$ cat config.mk
export PLATFORM = sky130hd
export DESIGN_NAME = rfsh_seq
export DESIGN_NICKNAME = d
export VERILOG_FILES = /design/src/rtl/rfsh_pkg.sv /design/src/rtl/rfsh_order_lut.sv /design/src/rtl/rfsh_down_timer.sv /design/src/rtl/rfsh_addr_ctr.sv /design/src/rtl/rfsh_seq.sv
export SDC_FILE = /design/constraint.sdc
export NUM_CORES = 1
export LEC_CHECK = 0
export ABC_CLOCK_PERIOD_IN_PS = 2100
export BUFFER_PORTS_ARGS = -buffer_cell sky130_fd_sc_hd__buf_4
export CORE_MARGIN = 2
export CORE_UTILIZATION = 50
export CTS_CLUSTER_DIAMETER = 120
export DETAILED_ROUTE_END_ITERATION = 6
export PLACE_DENSITY = 0.76
export SYNTH_ARGS = -nofsm -noshare
export SYNTH_HDL_FRONTEND = slang
export SYNTH_SLANG_ARGS = --single-unit
$ cat constraint.sdc
create_clock -name clk -period 2.1 [get_ports clk]
set_clock_uncertainty 0.2 [all_clocks]
set_input_delay 0.21 -clock clk [delete_from_list [all_inputs] [get_ports clk]]
set_output_delay 0.21 -clock clk [all_outputs]
set_load 0.03 [all_outputs]
$ cat src/rtl/rfsh_pkg.sv
package rfsh_pkg;

    localparam int BANK_W  = 5;
    localparam int POS_W   = 5;
    localparam int NUM_POS = 1 << POS_W;

    typedef enum logic [1:0] {
        ST_CTRL_IDLE = 2'd0,
        ST_CTRL_HOLD = 2'd1,
        ST_SR_IDLE   = 2'd2,
        ST_SR_HOLD   = 2'd3
    } rfsh_state_e;

    typedef enum logic [1:0] {
        PWR_ACTIVE = 2'd0,
        PWR_NAP    = 2'd1,
        PWR_DOWN   = 2'd2,
        PWR_RSVD   = 2'd3
    } pwr_state_e;

    // Bank for an order position: odd banks falling, then even banks
    // rising, with the top bank of each half last.
    function automatic logic [BANK_W-1:0] order_bank(input logic [POS_W-1:0] pos);
        logic [3:0] q;
        logic [3:0] lo;
        q = pos[3:0];
        if (q == 4'd15)
            lo = 4'd15;
        else if (q < 4'd7)
            lo = 4'd13 - {q[2:0], 1'b0};
        else if (q < 4'd11)
            lo = {q[2:0], 1'b0} - 4'd6;
        else
            lo = {q[2:0], 1'b0} - 4'd6;
        return {pos[4], lo};
    endfunction

endpackage

$ cat src/rtl/rfsh_order_lut.sv
module rfsh_order_lut
    import rfsh_pkg::*;
(
    input  logic [POS_W-1:0]  pos_i,
    output logic [BANK_W-1:0] bank_o
);

    logic [BANK_W-1:0] table_q [NUM_POS];

    for (genvar g = 0; g < NUM_POS; g++) begin : g_entry
        assign table_q[g] = order_bank(POS_W'(g));
    end

    assign bank_o = table_q[pos_i];

endmodule

$ cat src/rtl/rfsh_down_timer.sv
module rfsh_down_timer #(
    parameter int W = 4
) (
    input  logic         clk,
    input  logic         rst_n,
    input  logic         load_i,
    input  logic [W-1:0] load_val_i,
    input  logic         dec_i,
    output logic [W-1:0] cnt_o,
    output logic         zero_o
);

    logic [W-1:0] cnt_q;

    always_ff @(posedge clk) begin
        if (!rst_n)
            cnt_q <= '0;
        else if (load_i)
            cnt_q <= load_val_i;
        else if (dec_i && cnt_q != '0)
            cnt_q <= cnt_q - 1'b1;
    end

    assign cnt_o  = cnt_q;
    assign zero_o = (cnt_q == '0);

endmodule

$ cat src/rtl/rfsh_addr_ctr.sv
module rfsh_addr_ctr
    import rfsh_pkg::*;
#(
    parameter int ROW_W = 9
) (
    input  logic             clk,
    input  logic             rst_n,
    input  logic             step_i,
    input  logic             clear_i,
    output logic [POS_W-1:0] pos_o,
    output logic [ROW_W-1:0] row_o
);

    localparam logic [POS_W-1:0] POS_LAST = POS_W'(NUM_POS - 1);

    logic [POS_W-1:0] pos_q;
    logic [ROW_W-1:0] row_q;

    always_ff @(posedge clk) begin
        if (!rst_n) begin
            pos_q <= '0;
            row_q <= '0;
        end else begin
            if (clear_i)
                pos_q <= '0;
            else if (step_i)
                pos_q <= pos_q + 1'b1;
            if (step_i && pos_q == POS_LAST)
                row_q <= row_q + 1'b1;
        end
    end

    assign pos_o = pos_q;
    assign row_o = row_q;

endmodule

$ cat src/rtl/rfsh_seq.sv
module rfsh_seq
    import rfsh_pkg::*;
#(
    parameter int ROW_W       = 9,
    parameter int TRAS_CYC    = 4,
    parameter int SR_INTERVAL = 64
) (
    input  logic              clk,
    input  logic              rst_n,
    input  logic              rfsh_tick_i,
    input  logic [1:0]        pwr_state_i,
    input  logic              nap_sr_en_i,
    output logic              cmd_valid_o,
    output logic              cmd_act_o,
    output logic [BANK_W-1:0] cmd_bank_o,
    output logic [ROW_W-1:0]  cmd_row_o,
    output logic [BANK_W-1:0] cur_bank_o,
    output logic [ROW_W-1:0]  cur_row_o,
    output logic              sleep_ready_o,
    output logic              self_ref_o
);

    localparam int RAS_W = $clog2(TRAS_CYC) + 1;
    localparam int SRT_W = $clog2(SR_INTERVAL) + 1;
    localparam logic [RAS_W-1:0]  RAS_LOAD  = RAS_W'(TRAS_CYC - 1);
    localparam logic [SRT_W-1:0]  SRT_LOAD  = SRT_W'(SR_INTERVAL - 1);
    localparam logic [BANK_W-1:0] BANK_LAST = BANK_W'((1 << BANK_W) - 1);

    rfsh_state_e state_q, state_nxt;

    logic             sr_req;
    logic             pass_done;
    logic             do_act, do_pre, enter_sr, leave_sr;
    logic             in_sr, in_hold;
    logic             ras_zero, srt_zero;
    logic [RAS_W-1:0] ras_cnt;
    logic [SRT_W-1:0] srt_cnt;
    logic [POS_W-1:0] pos;
    logic [ROW_W-1:0] row;
    logic [BANK_W-1:0] lut_bank;

    assign sr_req = (pwr_state_e'(pwr_state_i) == PWR_DOWN) ||
                    ((pwr_state_e'(pwr_state_i) == PWR_NAP) && nap_sr_en_i);
    assign pass_done = (pos == '0);
    assign in_sr   = (state_q == ST_SR_IDLE) || (state_q == ST_SR_HOLD);
    assign in_hold = (state_q == ST_CTRL_HOLD) || (state_q == ST_SR_HOLD);

    // Transition logic
    always_comb begin
        state_nxt = state_q;
        do_act    = 1'b0;
        do_pre    = 1'b0;
        enter_sr  = 1'b0;
        leave_sr  = 1'b0;
        unique case (state_q)
            ST_CTRL_IDLE: begin
                if (sr_req && pass_done) begin          // T_ENTER_SR
                    state_nxt = ST_SR_IDLE;
                    enter_sr  = 1'b1;
                end else if (rfsh_tick_i) begin         // T_CTRL_ACT
                    state_nxt = ST_CTRL_HOLD;
                    do_act    = 1'b1;
                end
            end
            ST_CTRL_HOLD: begin
                if (ras_zero) begin                     // T_CTRL_PRE
                    state_nxt = ST_CTRL_IDLE;
                    do_pre    = 1'b1;
                end
            end
            ST_SR_IDLE: begin
                if (!sr_req) begin                      // T_SR_LEAVE
                    state_nxt = ST_CTRL_IDLE;
                    leave_sr  = 1'b1;
                end else if (srt_zero) begin            // T_SR_ACT
                    state_nxt = ST_SR_HOLD;
                    do_act    = 1'b1;
                end
            end
            ST_SR_HOLD: begin
                if (ras_zero) begin
                    do_pre = 1'b1;
                    if (sr_req) begin                   // T_SR_PRE
                        state_nxt = ST_SR_IDLE;
                    end else begin                      // T_SR_PRE_LEAVE
                        state_nxt = ST_CTRL_IDLE;
                        leave_sr  = 1'b1;
                    end
                end
            end
        endcase
    end

    // State register
    always_ff @(posedge clk) begin
        if (!rst_n)
            state_q <= ST_CTRL_IDLE;
        else
            state_q <= state_nxt;
    end

    rfsh_order_lut i_lut (
        .pos_i  (pos),
        .bank_o (lut_bank)
    );

    rfsh_addr_ctr #(.ROW_W(ROW_W)) i_ctr (
        .clk     (clk),
        .rst_n   (rst_n),
        .step_i  (do_act),
        .clear_i (leave_sr),
        .pos_o   (pos),
        .row_o   (row)
    );

    rfsh_down_timer #(.W(RAS_W)) i_ras (
        .clk        (clk),
        .rst_n      (rst_n),
        .load_i     (do_act),
        .load_val_i (RAS_LOAD),
        .dec_i      (in_hold),
        .cnt_o      (ras_cnt),
        .zero_o     (ras_zero)
    );

    rfsh_down_timer #(.W(SRT_W)) i_srt (
        .clk        (clk),
        .rst_n      (rst_n),
        .load_i     (enter_sr || (in_sr && srt_zero)),
        .load_val_i (SRT_LOAD),
        .dec_i      (in_sr),
        .cnt_o      (srt_cnt),
        .zero_o     (srt_zero)
    );

    // Output register
    always_ff @(posedge clk) begin
        if (!rst_n) begin
            cmd_valid_o <= 1'b0;
            cmd_act_o   <= 1'b0;
            cmd_bank_o  <= '0;
            cmd_row_o   <= '0;
        end else begin
            cmd_valid_o <= do_act || do_pre;
            if (do_act) begin
                cmd_act_o  <= 1'b1;
                cmd_bank_o <= lut_bank;
                cmd_row_o  <= row;
            end else if (do_pre) begin
                cmd_act_o  <= 1'b0;
            end
        end
    end

    assign cur_bank_o    = lut_bank;
    assign cur_row_o     = row;
    assign sleep_ready_o = (state_q == ST_CTRL_IDLE) && pass_done;
    assign self_ref_o    = in_sr;

    // Checker state built from the outputs
    logic              ck_open;
    logic [15:0]       ck_gap;
    logic [BANK_W-1:0] ck_prev_bank;
    logic              ck_prev_ok;
    logic              ck_sr_q;

    always_ff @(posedge clk) begin
        if (!rst_n) begin
            ck_open      <= 1'b0;
            ck_gap       <= '0;
            ck_prev_bank <= '0;
            ck_prev_ok   <= 1'b0;
            ck_sr_q      <= 1'b0;
        end else begin
            ck_sr_q <= self_ref_o;
            if (cmd_valid_o && cmd_act_o) begin
                ck_open      <= 1'b1;
                ck_gap       <= 16'd1;
                ck_prev_bank <= cmd_bank_o;
                ck_prev_ok   <= 1'b1;
            end else begin
                if (cmd_valid_o)
                    ck_open <= 1'b0;
                if (ck_open && ck_gap != 16'hffff)
                    ck_gap <= ck_gap + 1'b1;
                if (ck_sr_q && !self_ref_o)
                    ck_prev_ok <= 1'b0;
            end
        end
    end

    AST_ONE_OPEN_ROW: assert property (@(posedge clk) disable iff (!rst_n)
        (cmd_valid_o && cmd_act_o) |-> !ck_open);
    AST_PRE_TIMING: assert property (@(posedge clk) disable iff (!rst_n)
        (cmd_valid_o && !cmd_act_o) |-> (ck_open && ck_gap == 16'(TRAS_CYC)));
    AST_NOT_ADJACENT: assert property (@(posedge clk) disable iff (!rst_n)
        (cmd_valid_o && cmd_act_o && ck_prev_ok) |->
        (cmd_bank_o != ck_prev_bank + 1'b1 && ck_prev_bank != cmd_bank_o + 1'b1));
    AST_ROW_ADVANCE: assert property (@(posedge clk) disable iff (!rst_n)
        (cmd_valid_o && cmd_act_o) |->
        (cur_row_o == ((cmd_bank_o == BANK_LAST) ? ROW_W'(cmd_row_o + 1'b1) : cmd_row_o)));
    AST_SR_ENTRY_READY: assert property (@(posedge clk) disable iff (!rst_n)
        $rose(self_ref_o) |-> $past(sleep_ready_o));
    AST_EXIT_ORIGIN: assert property (@(posedge clk) disable iff (!rst_n)
        $fell(self_ref_o) |-> (cur_bank_o == order_bank('0)));

endmodule

==> run summary, run 1 <==
PLACED DESIGN
----------------------------------------------------------------------------------------
Setup WS pre-CTS                                                              -0.0839 ns
Post-detail-place hpwl                                                           3.50 mm
Cell area after placement                                                       2630 um2
Gp weighted congestion                                                             0.782
Count of port buffers added during placement                                          37

SYNTH
----------------------------------------------------------------------------------------
Number of nets produced by synthesis                                                 267
Register area share after synthesis                                                39.7%
Cell taking the most area after synthesis                                        dfxtp_1
Post-synthesis average cell area                                                8.54 um2
Number of warning messages in the yosys log                                            0
Unique masters post-synth                                                             43
Number of synthesized register bits                                                   42
Number of synthesized flops with an enable pin                                         0
Number of instances in the synthesized netlist                                       248
Top FF cell, synth                                                               dfxtp_1
Synthesized cell area                                                           2120 um2
Proportion of netlist area held by the largest area contributor                    39.7%
Area contributors post-synth                                                dfxtp_1 40%, ha_1 7.7%, nand2_1 5.0%, o21ai_0 5.0%, a21oi_1 4.5%
Fraction of registers with async set/reset                                            0%

DIE
----------------------------------------------------------------------------------------
Placeable core region                                                           4030 um2
Ports placed on the boundary                                                          38
Initial Utilization                                                                52.5%
Full die area                                                                   4770 um2
Core Rows                                                                             23
Die Height                                                                       69.1 um
Die width                                                                        69.1 um

ROUTING
----------------------------------------------------------------------------------------
Drt total wl                                                                     6.93 mm
Detailed-route vias per instance                                                    5.93
Antenna-violating nets left                                                            0
Drt drc                                                                                0
Count of routing violations after the opening detailed-route iteration               174
Detailed-routing iteration count for the pre-antenna-repair pass                       4
Via count of the routed design                                                     2,211
Average routed wire per standard cell                                            18.6 um

STA
----------------------------------------------------------------------------------------
Slew @ Worst Pin                                                                0.920 ns
Final number of setup-violating endpoints                                             32
Highest clock frequency the design can meet                                      433 MHz
PnR worst setup slack                                                          -0.207 ns
Final hold violation count                                                             0
Final sum of negative setup slack                                               -2.83 ns
Final critical-path required period                                              2.31 ns
Final count of pins violating max slew                                                 0
RSZ-0062 raised after global routing                                                 yes
Portion of the clock cycle consumed by the worst path in the final layout           110%
Slew HR                                                                            38.6%

OUTCOME
----------------------------------------------------------------------------------------
Status                                                                      complete, but fails checks
Failing checks                                                              negative setup slack

HOLD PATH
----------------------------------------------------------------------------------------
Tightest Hold Check Type                                                    input port to flip-flop
Cell count of the worst hold path                                                      3

CLOCK TREE
----------------------------------------------------------------------------------------
Clock tree from TritonCTS                                                          built
Clock latency at the later pin of the worst-skew pair                            0.30 ns
Buffers from clock root to sink, at most                                               2
TritonCTS buffer count                                                                 5
Cts hold-fix bufs                                                                      0
H-Tree Level Count                                                                     2
Root Driver                                                                     clkbuf_8
Sinks on Clock Net                                                                    42
Clock-pin transition on the worst setup and hold timing paths                    0.08 ns

POWER
----------------------------------------------------------------------------------------
Reported leakage power                                                        0.00132 uW
Seq pwr share                                                                      26.9%
Combinational group share of total power                                           59.9%
Proportion of power drawn by the clock network                                     13.2%
Switching power                                                                  1700 uW
Peak VDD IR                                                                     0.935 mV
Total power                                                                      4160 uW
Cell Int Power                                                                   2460 uW
Power per cell area                                                          1290 nW/um2
Switching portion of total power                                                   40.9%

CRITICAL PATH
----------------------------------------------------------------------------------------
Crit path required time                                                          1.69 ns
Crit-path most repeated cell                                                       buf_6
CP Buf/Inv Count                                                                       3
Largest stage delay on the critical path                                         0.51 ns
Category of the critical setup timing path                                  flip-flop to primary output
CP top delay family                                                         multiplexers
Arrival time at the worst endpoint                                               1.90 ns
Slowest-stage cell, CP                                                            mux4_2
Worst-path cell chain                                                       inv_2, ha_4, buf_6, or2_4, mux4_2, buf_6
Critical path capture point type                                            primary output
Type of element launching the critical path                                    flip-flop
Reg2Reg Depth                                                                          8
Worst Path Max Fanout                                                                  2
WP depth                                                                               6

FINAL LAYOUT
----------------------------------------------------------------------------------------
Diode insertion count for antenna repair                                               0
Share of final-layout standard cells stronger than drive strength 1                43.0%
Final Core Density                                                                 80.2%
Post-Layout Inst Area                                                           3230 um2
Nets@finish                                                                          341
Area grow syn2layout                                                               52.6%

GRT
----------------------------------------------------------------------------------------
Remaining global-route overflow                                                        0
Pin count of the biggest net entering global routing                                  24
Overall global routing resource usage                                              24.4%
Vias in the first global route                                                     2,020
Antenna violations before repair                                                       0
Wire length of the first global-routing pass                                     9.34 mm

FLOW RUN
----------------------------------------------------------------------------------------
Max_cap viols                                                                          0

-- cells in the mapped netlist (all sizes together) (2+ instances only) --
| master | number |
|---|---|
| a21oi | 19 |
| clkbuf | 9 |
| o21ai | 21 |
| or2 | 2 |
| mux2i | 8 |
| nand2b | 6 |
| o311a | 2 |
| xor2 | 3 |
| xnor2 | 6 |
| nand4 | 3 |
| o211ai | 3 |
| dfxtp | 42 |
| nand3 | 15 |
| nor2 | 13 |
| nand2 | 28 |
| nor3 | 6 |
| ha | 13 |
| and3 | 3 |
| buf | 6 |
| nand3b | 5 |
| or4 | 2 |
| a211o | 2 |
| inv | 11 |
| or3 | 5 |
-- state kept, by name (all words and copies together) (netlist names) --
| name | cells |
|---|---|
| cmd_act_o | 1 |
| cmd_bank_o | 5 |
| cmd_row_o | 9 |
| cmd_valid_o | 1 |
| i_ctr.pos_o | 5 |
| i_ctr.row_o | 9 |
| i_ras.cnt_o | 3 |
| i_srt.cnt_o | 7 |
| state_q | 2 |
-- routing by layer --
layer  vias to the layer above  wire length (um)  global-route usage, %
met5                         -                 0                      0
met4                         0               347                   13.5
met3                        37               384                   4.97
met2                        99              3450                   41.3
met1                      1047              2750                   28.7
li1                       1028                 -                      -
-- logic make-up after synthesis --
logic type	synth area share, %
flip-flops	39.7
buffers and inverters	5.50
XOR/XNOR	3.72
adder cells (fa/ha/maj)	7.68
multiplexers	5.38
AO/OA/AOI/OAI	15.5
AND/OR/NAND/NOR	22.5
-- worst paths after layout --
check        slack (ns)                         from                          end
max               -0.21  i_ctr.pos_o[0]$_SDFFE_PP0P_                cur_bank_o[1]
min                0.03                        rst_n  i_srt.cnt_o[6]$_SDFFE_PP0P_
max reg2reg       -0.16  i_ctr.pos_o[0]$_SDFFE_PP0P_  i_srt.cnt_o[4]$_SDFFE_PN0P_
min reg2reg        0.26    cmd_row_o[6]$_SDFFE_PN0P_    cmd_row_o[6]$_SDFFE_PN0P_
-- layout make-up --
cell class	count	area, um2
fillers	245	798
clock buffers	7	86.3
flip-flops and latches	42	846
multi-input cells	181	1470
clock inverters	1	5.00
inverters	11	41.3
repair buffers	81	723
well taps	50	62.6
-- worst register-to-register path: cells and delay by family, from the launching register on --
kind / cells / cell delay (ns)
adder cells (fa/ha/maj): 1 / 0.14
buffers and inverters: 2 / 0.25
XOR/XNOR: 1 / 0.20
AO/OA/AOI/OAI: 3 / 0.48
flip-flops: 1 / 0.34
AND/OR/NAND/NOR: 1 / 0.48
-- power groups by stage --
| stage | registers (uW) | clock network [uW] | logic [uW] |
|---|---|---|---|
| 5_1_grt | 1140 | 589 | 2630 |
| 6_report | 1120 | 549 | 2490 |
| 2_1_floorplan | 1180 | 0 | 1020 |
| 3_5_place_dp | 1090 | 0 | 1660 |
| 3_3_place_gp | 1090 | 0 | 1650 |
| 4_1_cts | 1090 | 550 | 2010 |
-- cell usage in the layout (no fill, tap or decap), types with 6 or more instances in the layout --
cell and instances:
o21ai_1 12, a21oi_1 16, nor2_1 13, clkbuf_8 6
mux2i_1 7, dfxtp_1 38, ha_1 10, nand3_2 9
o21ai_0 7, buf_4 65, nand2b_1 6, buf_6 12
inv_1 9, nand2_1 25
-- timing repair --
action                     4_1_cts  5_1_grt
setup buffers                    1       11
setup endpoints to repair       26       37
gates resized for setup         31       53
hold endpoints to repair         0        0
pin swaps                       17       15
gates cloned                     3        1
-- metrics by stage --
step	cells	hold WS [ns]
after floorplan	248	0.226
after global placement	349	0.246
after detailed placement	349	0.250
after CTS	361	0.0166
after global routing	373	0.0159
final	373	0.0288
(Power assumes the default switching activity.)
==> inputs of run 2 (changes only) <==
ABC_AREA = 1   (was unset)
CORE_MARGIN = unset   (was 2)
PLACE_DENSITY = 0.75   (was 0.76)
==> run 2 against run 1 <==
Hold slack better by 0.054 ns. First-iteration DRC count rose by 11%. Cell count is 11% higher. Highest routed layer unchanged. Power decreased by 20%. The run now ends clean.
==> run summary, run 2 <==
ROUTING
----------------------------------------------------------------------------------------
Drt total wl                                                                     4.96 mm
Antenna-violating nets left                                                            0
Drt drc                                                                                0
Via count of the routed design                                                     2,114
Detailed-routing iteration count for the pre-antenna-repair pass                       4
Detailed-route vias per instance                                                    5.11
Average routed wire per standard cell                                            12.0 um
Count of routing violations after the opening detailed-route iteration               194

STA
----------------------------------------------------------------------------------------
Final count of pins violating max slew                                                 0
Final critical-path required period                                              2.03 ns
PnR worst setup slack                                                          0.0666 ns
Slew @ Worst Pin                                                                0.384 ns
Final number of setup-violating endpoints                                              0
Slew HR                                                                            74.3%
Highest clock frequency the design can meet                                      492 MHz
Final hold slack                                                               0.0829 ns
Final hold violation count                                                             0
Final sum of negative setup slack                                                   0 ns
Portion of the clock cycle consumed by the worst path in the final layout          96.8%

SYNTH
----------------------------------------------------------------------------------------
Synth top cells by count                                                    65 x nand2_1, 65 x nor2_1, 42 x dfxtp_1
Number of synthesized flops with an enable pin                                         0
Synthesized cell area                                                           2230 um2
Post-synthesis average cell area                                                6.93 um2
Unique masters post-synth                                                             30
Proportion of netlist area held by the largest area contributor                    37.7%
Cell taking the most area after synthesis                                        dfxtp_1
Number of warning messages in the yosys log                                            0
Number of nets produced by synthesis                                                 341
Number of instances in the synthesized netlist                                       322
Area contributors post-synth                                                dfxtp_1 38%, nand2_1 11%, nor2_1 11%, ha_1 7.3%, o21ai_0 5.6%
Top FF cell, synth                                                               dfxtp_1
Register area share after synthesis                                                37.7%
Number of synthesized register bits                                                   42
Fraction of registers with async set/reset                                            0%

POWER
----------------------------------------------------------------------------------------
Cell Int Power                                                                   2010 uW
Total power                                                                      3320 uW
Power per cell area                                                          1210 nW/um2
Seq pwr share                                                                      32.1%
Proportion of power drawn by the clock network                                     23.9%
Switching portion of total power                                                   39.4%
Reported leakage power                                                        0.00135 uW
Switching power                                                                  1310 uW
Combinational group share of total power                                           44.0%
Peak VDD IR                                                                     0.523 mV

GRT
----------------------------------------------------------------------------------------
Antenna violations before repair                                                       0
Remaining global-route overflow                                                        0
Vias in the first global route                                                     1,766
Wire length of the first global-routing pass                                     7.94 mm
Pin count of the biggest net entering global routing                                  39
Overall global routing resource usage                                              22.7%

CLOCK TREE
----------------------------------------------------------------------------------------
Sinks on Clock Net                                                                    42
H-Tree Level Count                                                                     2
Root Driver                                                                     clkbuf_8
Clock tree from TritonCTS                                                          built
Clock latency at the later pin of the worst-skew pair                            0.30 ns
Buffers from clock root to sink, at most                                               2
Clock-pin transition on the worst setup and hold timing paths                    0.08 ns
TritonCTS buffer count                                                                 5

FINAL LAYOUT
----------------------------------------------------------------------------------------
Filler cell count in the final layout                                                370
Multi-input gate area in the final layout                                       1180 um2
Nets@finish                                                                          382
Most frequent cells in the layout                                           65 x nand2_1, 63 x nor2_1, 44 x buf_4
Share of final-layout standard cells stronger than drive strength 1                20.3%
Most common library cell in the layout ignoring fill and taps                    nand2_1
Register area                                                                    846 um2
Area grow syn2layout                                                               23.1%
Post-Layout Inst Area                                                           2750 um2
Diode insertion count for antenna repair                                               0

DIE
----------------------------------------------------------------------------------------
Full die area                                                                   4730 um2
Core Rows                                                                             23
Ports placed on the boundary                                                          38
Die Height                                                                       68.8 um
Die width                                                                        68.8 um
Placeable core region                                                           4140 um2
Initial Utilization                                                                53.8%

CRITICAL PATH
----------------------------------------------------------------------------------------
Setup slack on the worst flop-to-flop path                                       0.18 ns
Worst-path cell chain                                                       buf_4, clkinv_2, nor2_1, nor2_1, a22oi_1, buf_4
Endpoint of the worst-slack reg-to-reg timing path                          i_ctr.row_o[7]$_SDFFE_PN0P_
Type of element launching the critical path                                    flip-flop
Critical path capture point type                                            primary output
CP top delay family                                                         buffers and inverters
Reg2Reg Depth                                                                         11
Reg-to-Reg Start                                                            i_ctr.pos_o[1]$_SDFFE_PP0P_
Largest stage delay on the critical path                                         0.44 ns
Worst Path Max Fanout                                                                  7
CP Buf/Inv Count                                                                       3
Category of the critical setup timing path                                  flip-flop to primary output
Arrival time at the worst endpoint                                               1.62 ns
Slowest-stage cell, CP                                                           dfxtp_1
Crit path required time                                                          1.69 ns

FLOW RUN
----------------------------------------------------------------------------------------
Max_cap viols                                                                          0

HOLD PATH
----------------------------------------------------------------------------------------
Worst-case hold path end point                                              i_ctr.pos_o[0]$_SDFFE_PP0P_
Cell count of the worst hold path                                                      4
Worst Min Path Start                                                         rfsh_tick_i
Tightest Hold Check Type                                                    input port to flip-flop

OUTCOME
----------------------------------------------------------------------------------------
Status                                                                      complete, no violations

PLACED DESIGN
----------------------------------------------------------------------------------------
Cell area after placement                                                       2560 um2
Post-detail-place hpwl                                                           3.36 mm
Setup WS pre-CTS                                                               0.0806 ns
Count of port buffers added during placement                                          37
Gp weighted congestion                                                             0.878

==> run 2: cell types whose count changed in the layout (fill, tap and decap cells not counted), moves of 6 or more <==
cell      before  now
nand2_1       25   65
nand3_1        5   22
mux2i_1        7    0
buf_6         12    0
nor2_1        13   63
nand3_2        9    2
nand2b_1       6    0
o21ai_1       12    0
inv_1          9   32
buf_4         65   44
o21ai_0        7   24
==> run 2: repair_timing <==
action                                  4_1_cts  5_1_grt
hold buffers                                  0        0
pin swaps                                     1        0
gates resized for setup                       2        7
buffers inserted                              1        1
endpoints found under the setup margin        1        5
==> run 2: worst max path at each step <==
stage | from | endpoint | slack (ns) | cells after the start
after floorplan | i_ctr.pos_o[0]$_SDFFE_PP0P_ | cmd_bank_o[2]$_SDFFE_PN0P_ | 0.09 | 6
after global placement | i_ctr.pos_o[1]$_SDFFE_PP0P_ | i_ctr.row_o[7]$_SDFFE_PN0P_ | 0.16 | 11
after detailed placement | i_ctr.pos_o[1]$_SDFFE_PP0P_ | i_ctr.row_o[7]$_SDFFE_PN0P_ | 0.08 | 11
after CTS | i_ctr.pos_o[0]$_SDFFE_PP0P_ | cur_bank_o[2] | 0.03 | 5
after global routing | i_ctr.pos_o[1]$_SDFFE_PP0P_ | i_ctr.row_o[7]$_SDFFE_PN0P_ | -0.01 | 11
final | i_ctr.pos_o[2]$_SDFFE_PP0P_ | cur_bank_o[1] | 0.07 | 6
==> run 2: cell type report <==
type | count | share of cell area (%)
Clock buffer | 6 | 3.01
Clock inverter | 2 | 2.19
Inverter | 36 | 5.06
Multi-Input combinational cell | 232 | 43.2
Sequential cell | 42 | 30.8
Tap cell | 50 | 2.28
Timing Repair Buffer | 46 | 13.5
==> run 2: power groups by stage <==
stage | registers [uW] | clock network, uW | logic [uW]
3_3_place_gp | 1070 | 0 | 1370
4_1_cts | 1060 | 802 | 1430
5_1_grt | 1090 | 835 | 1640
6_report | 1060 | 794 | 1460
3_5_place_dp | 1080 | 0 | 1400
2_1_floorplan | 1190 | 0 | 936
==> run 2: metrics by stage <==
stage | cells | util, %
floorplan | 322 | -
global placement | 404 | 61.7
detailed placement | 404 | 61.7
CTS | 413 | 65.4
global route | 414 | 66.2
finish | 414 | 66.2
==> run 2: tightest hold or removal path, cell delays in order <==
cell	delay (ns)
buf_4	0.09
nand3_2	0.09
nand3_1	0.09
a21oi_1	0.06
==> run 2: per-layer routing <==
layer  vias up  share of wire, %  GRT usage (%)
met5         -                 0              0
met4         0               1.4           6.89
met3         9               5.8           5.10
met2        62                45           37.6
met1       950                48           29.1
li1       1093                 -              -
==> run 2: kinds of logic (layout without fill, tap and decap cells) <==
kind of cell	after synthesis	count (layout)	share of synthesized area, %
simple gates	162	162	30.2
compound gates	50	50	11.8
buf+inv	48	90	10.3
flops	42	42	37.7
fa+ha+maj	13	13	7.29
xor+xnor	7	7	2.75
==> inputs of run 3 (changes only) <==
ABC_AREA = 0   (was 1)
CAP_MARGIN = 40   (was unset)
PLACE_DENSITY = 0.76   (was 0.75)
==> run 3 against run 2 <==
The flow now finishes with violations (negative setup slack). Setup slack worse by 0.24 ns. Sequential share of layout area down 3.4 points. Hold slack got worse by 0.056 ns. Sequential cell count unchanged. Register-to-register slack got worse by 0.33 ns. Non-clock buffer count is 30 higher. Via count fell by 2.1%. Wire length grew 21%. Global-route usage increased by 3.4 points. First-iteration DRC count is 43% lower. Core utilization grew 10 points. Sequential power hardly changed. Critical path type unchanged. Critical endpoint unchanged. Largest cell class unchanged. Highest routed layer unchanged.
==> run summary, run 3 (same netlist as run 1, synthesis figures left out) <==
GRT
----------------------------------------------------------------------------------------
Vias in the first global route                                                     1,868
Pin count of the biggest net entering global routing                                  24
Wire length of the first global-routing pass                                     8.64 mm
Remaining global-route overflow                                                        0
Antenna violations before repair                                                       0
Overall global routing resource usage                                              26.0%

STA
----------------------------------------------------------------------------------------
Final count of pins violating max slew                                                 0
Final critical-path required period                                              2.28 ns
RSZ-0062 raised after global routing                                                 yes
Highest clock frequency the design can meet                                      439 MHz
Final hold violation count                                                             0
Slew HR                                                                            62.3%
Portion of the clock cycle consumed by the worst path in the final layout           108%
Slew @ Worst Pin                                                                0.565 ns
Final number of setup-violating endpoints                                             23
PnR worst setup slack                                                          -0.176 ns
Final sum of negative setup slack                                               -1.73 ns

DIE
----------------------------------------------------------------------------------------
Core Rows                                                                             23
Die width                                                                        67.1 um
Die Height                                                                       67.1 um
Full die area                                                                   4500 um2
Initial Utilization                                                                52.5%
Ports placed on the boundary                                                          38
Placeable core region                                                           4030 um2

PLACED DESIGN
----------------------------------------------------------------------------------------
Gp weighted congestion                                                             0.785
Post-detail-place hpwl                                                           3.45 mm
Count of port buffers added during placement                                          37
Cell area after placement                                                       2650 um2

CLOCK TREE
----------------------------------------------------------------------------------------
Buffers from clock root to sink, at most                                               2
Sinks on Clock Net                                                                    42
H-Tree Level Count                                                                     2
Clock latency at the later pin of the worst-skew pair                            0.30 ns
TritonCTS buffer count                                                                 5
Clock tree from TritonCTS                                                          built
Clock-pin transition on the worst setup and hold timing paths                    0.08 ns
Root Driver                                                                     clkbuf_8

CRITICAL PATH
----------------------------------------------------------------------------------------
Crit path required time                                                          1.69 ns
Category of the critical setup timing path                                  flip-flop to primary output
Setup slack on the worst flop-to-flop path                                      -0.15 ns
Worst Path Max Fanout                                                                  2
Arrival time at the worst endpoint                                               1.87 ns
Reg2Reg Depth                                                                          6
Critical path capture point type                                            primary output
Type of element launching the critical path                                    flip-flop

POWER
----------------------------------------------------------------------------------------
Reported leakage power                                                        0.00128 uW
Seq pwr share                                                                      28.4%
Switching portion of total power                                                   40.6%
Switching power                                                                  1560 uW
Proportion of power drawn by the clock network                                     13.9%
Peak VDD IR                                                                     0.873 mV
Power per cell area                                                          1250 nW/um2
Combinational group share of total power                                           57.7%
Cell Int Power                                                                   2280 uW

FINAL LAYOUT
----------------------------------------------------------------------------------------
Nets@finish                                                                          336
Most frequent cells in the layout                                           64 x buf_4, 38 x dfxtp_1, 25 x nand2_1
Register area                                                                    846 um2
Filler cell count in the final layout                                                269
Area grow syn2layout                                                               45.6%
Post-Layout Inst Area                                                           3080 um2
Most common library cell in the layout ignoring fill and taps                      buf_4
Diode insertion count for antenna repair                                               0
Multi-input gate area in the final layout                                       1390 um2
Share of final-layout standard cells stronger than drive strength 1                40.6%

ROUTING
----------------------------------------------------------------------------------------
Via count of the routed design                                                     2,070
Antenna-violating nets left                                                            0
Average routed wire per standard cell                                            16.3 um
Detailed-route vias per instance                                                    5.63
Drt total wl                                                                     6.00 mm
Detailed-routing iteration count for the pre-antenna-repair pass                       4
Drt drc                                                                                0
Count of routing violations after the opening detailed-route iteration               110

OUTCOME
----------------------------------------------------------------------------------------
Status                                                                      complete, but fails checks
Failing checks                                                              negative setup slack

HOLD PATH
----------------------------------------------------------------------------------------
Tightest Hold Check Type                                                    input port to flip-flop
Cell count of the worst hold path                                                      3

FLOW RUN
----------------------------------------------------------------------------------------
Max_cap viols                                                                          0

-- run 3: final cells by class --
cell class / instances / area share (%)
Sequential cell: 42 / 27.4
Timing Repair Buffer: 76 / 21.2
Clock inverter: 2 / 0.447
Multi-Input combinational cell: 181 / 45.1
Tap cell: 50 / 2.03
Inverter: 11 / 1.34
Clock buffer: 6 / 2.35
-- run 3: layer usage --
| metal | part of all wire, % | vias to the layer above | global-route usage (%) |
|---|---|---|---|
| li1 | - | 1010 | - |
| met1 | 43 | 992 | 32.3 |
| met2 | 51 | 50 | 41.4 |
| met3 | 3.5 | 18 | 5.48 |
| met4 | 3.0 | 0 | 14.4 |
| met5 | 0 | - | 0 |
-- run 3: worst paths after layout --
path | from | endpoint
setup / recovery | i_ctr.pos_o[0]$_SDFFE_PP0P_ | cur_bank_o[1]
setup reg to reg | i_srt.cnt_o[2]$_SDFFE_PN0P_ | i_ctr.row_o[4]$_SDFFE_PN0P_
hold reg to reg | cmd_bank_o[3]$_SDFFE_PN0P_ | cmd_bank_o[3]$_SDFFE_PN0P_
hold / removal | rst_n | i_srt.cnt_o[6]$_SDFFE_PP0P_
-- run 3: critical path, stage by stage, from the launching register on --
cell and delay (ns):
dfxtp_2 0.36, inv_2 0.06, buf_6 0.11, ha_4 0.14
or2_4 0.23, mux4_2 0.50, buf_6 0.16
-- run 3: timing repair --
action / in CTS / in global routing
endpoints found under the setup margin: 25 / 32
resized for setup: 26 / 44
cloned: 2 / 1
pin swaps: 12 / 10
setup buffers: 1 / 4
hold buffers: 0 / 0
-- run 3: power groups by stage --
stage	Combinational (uW)	Clock, uW	Sequential [uW]
2_1_floorplan	1020	0	1180
3_3_place_gp	1690	0	1080
3_5_place_dp	1710	0	1090
4_1_cts	1970	540	1080
5_1_grt	2360	573	1120
6_report	2220	533	1090
-- run 3: per-stage QoR --
stage               instances  setup WS, ns  hold WS (ns)  total power (uW)  util [%]
finish                    368        -0.176        0.0269              3850      76.5
global route              368        -0.199        0.0223              4050      76.5
CTS                       363        -0.142       0.00841              3600      72.0
detailed placement        352        -0.137         0.254              2800      65.9
global placement          352       -0.0964         0.247              2770      65.9
floorplan                 248      -0.00660         0.226              2190         -
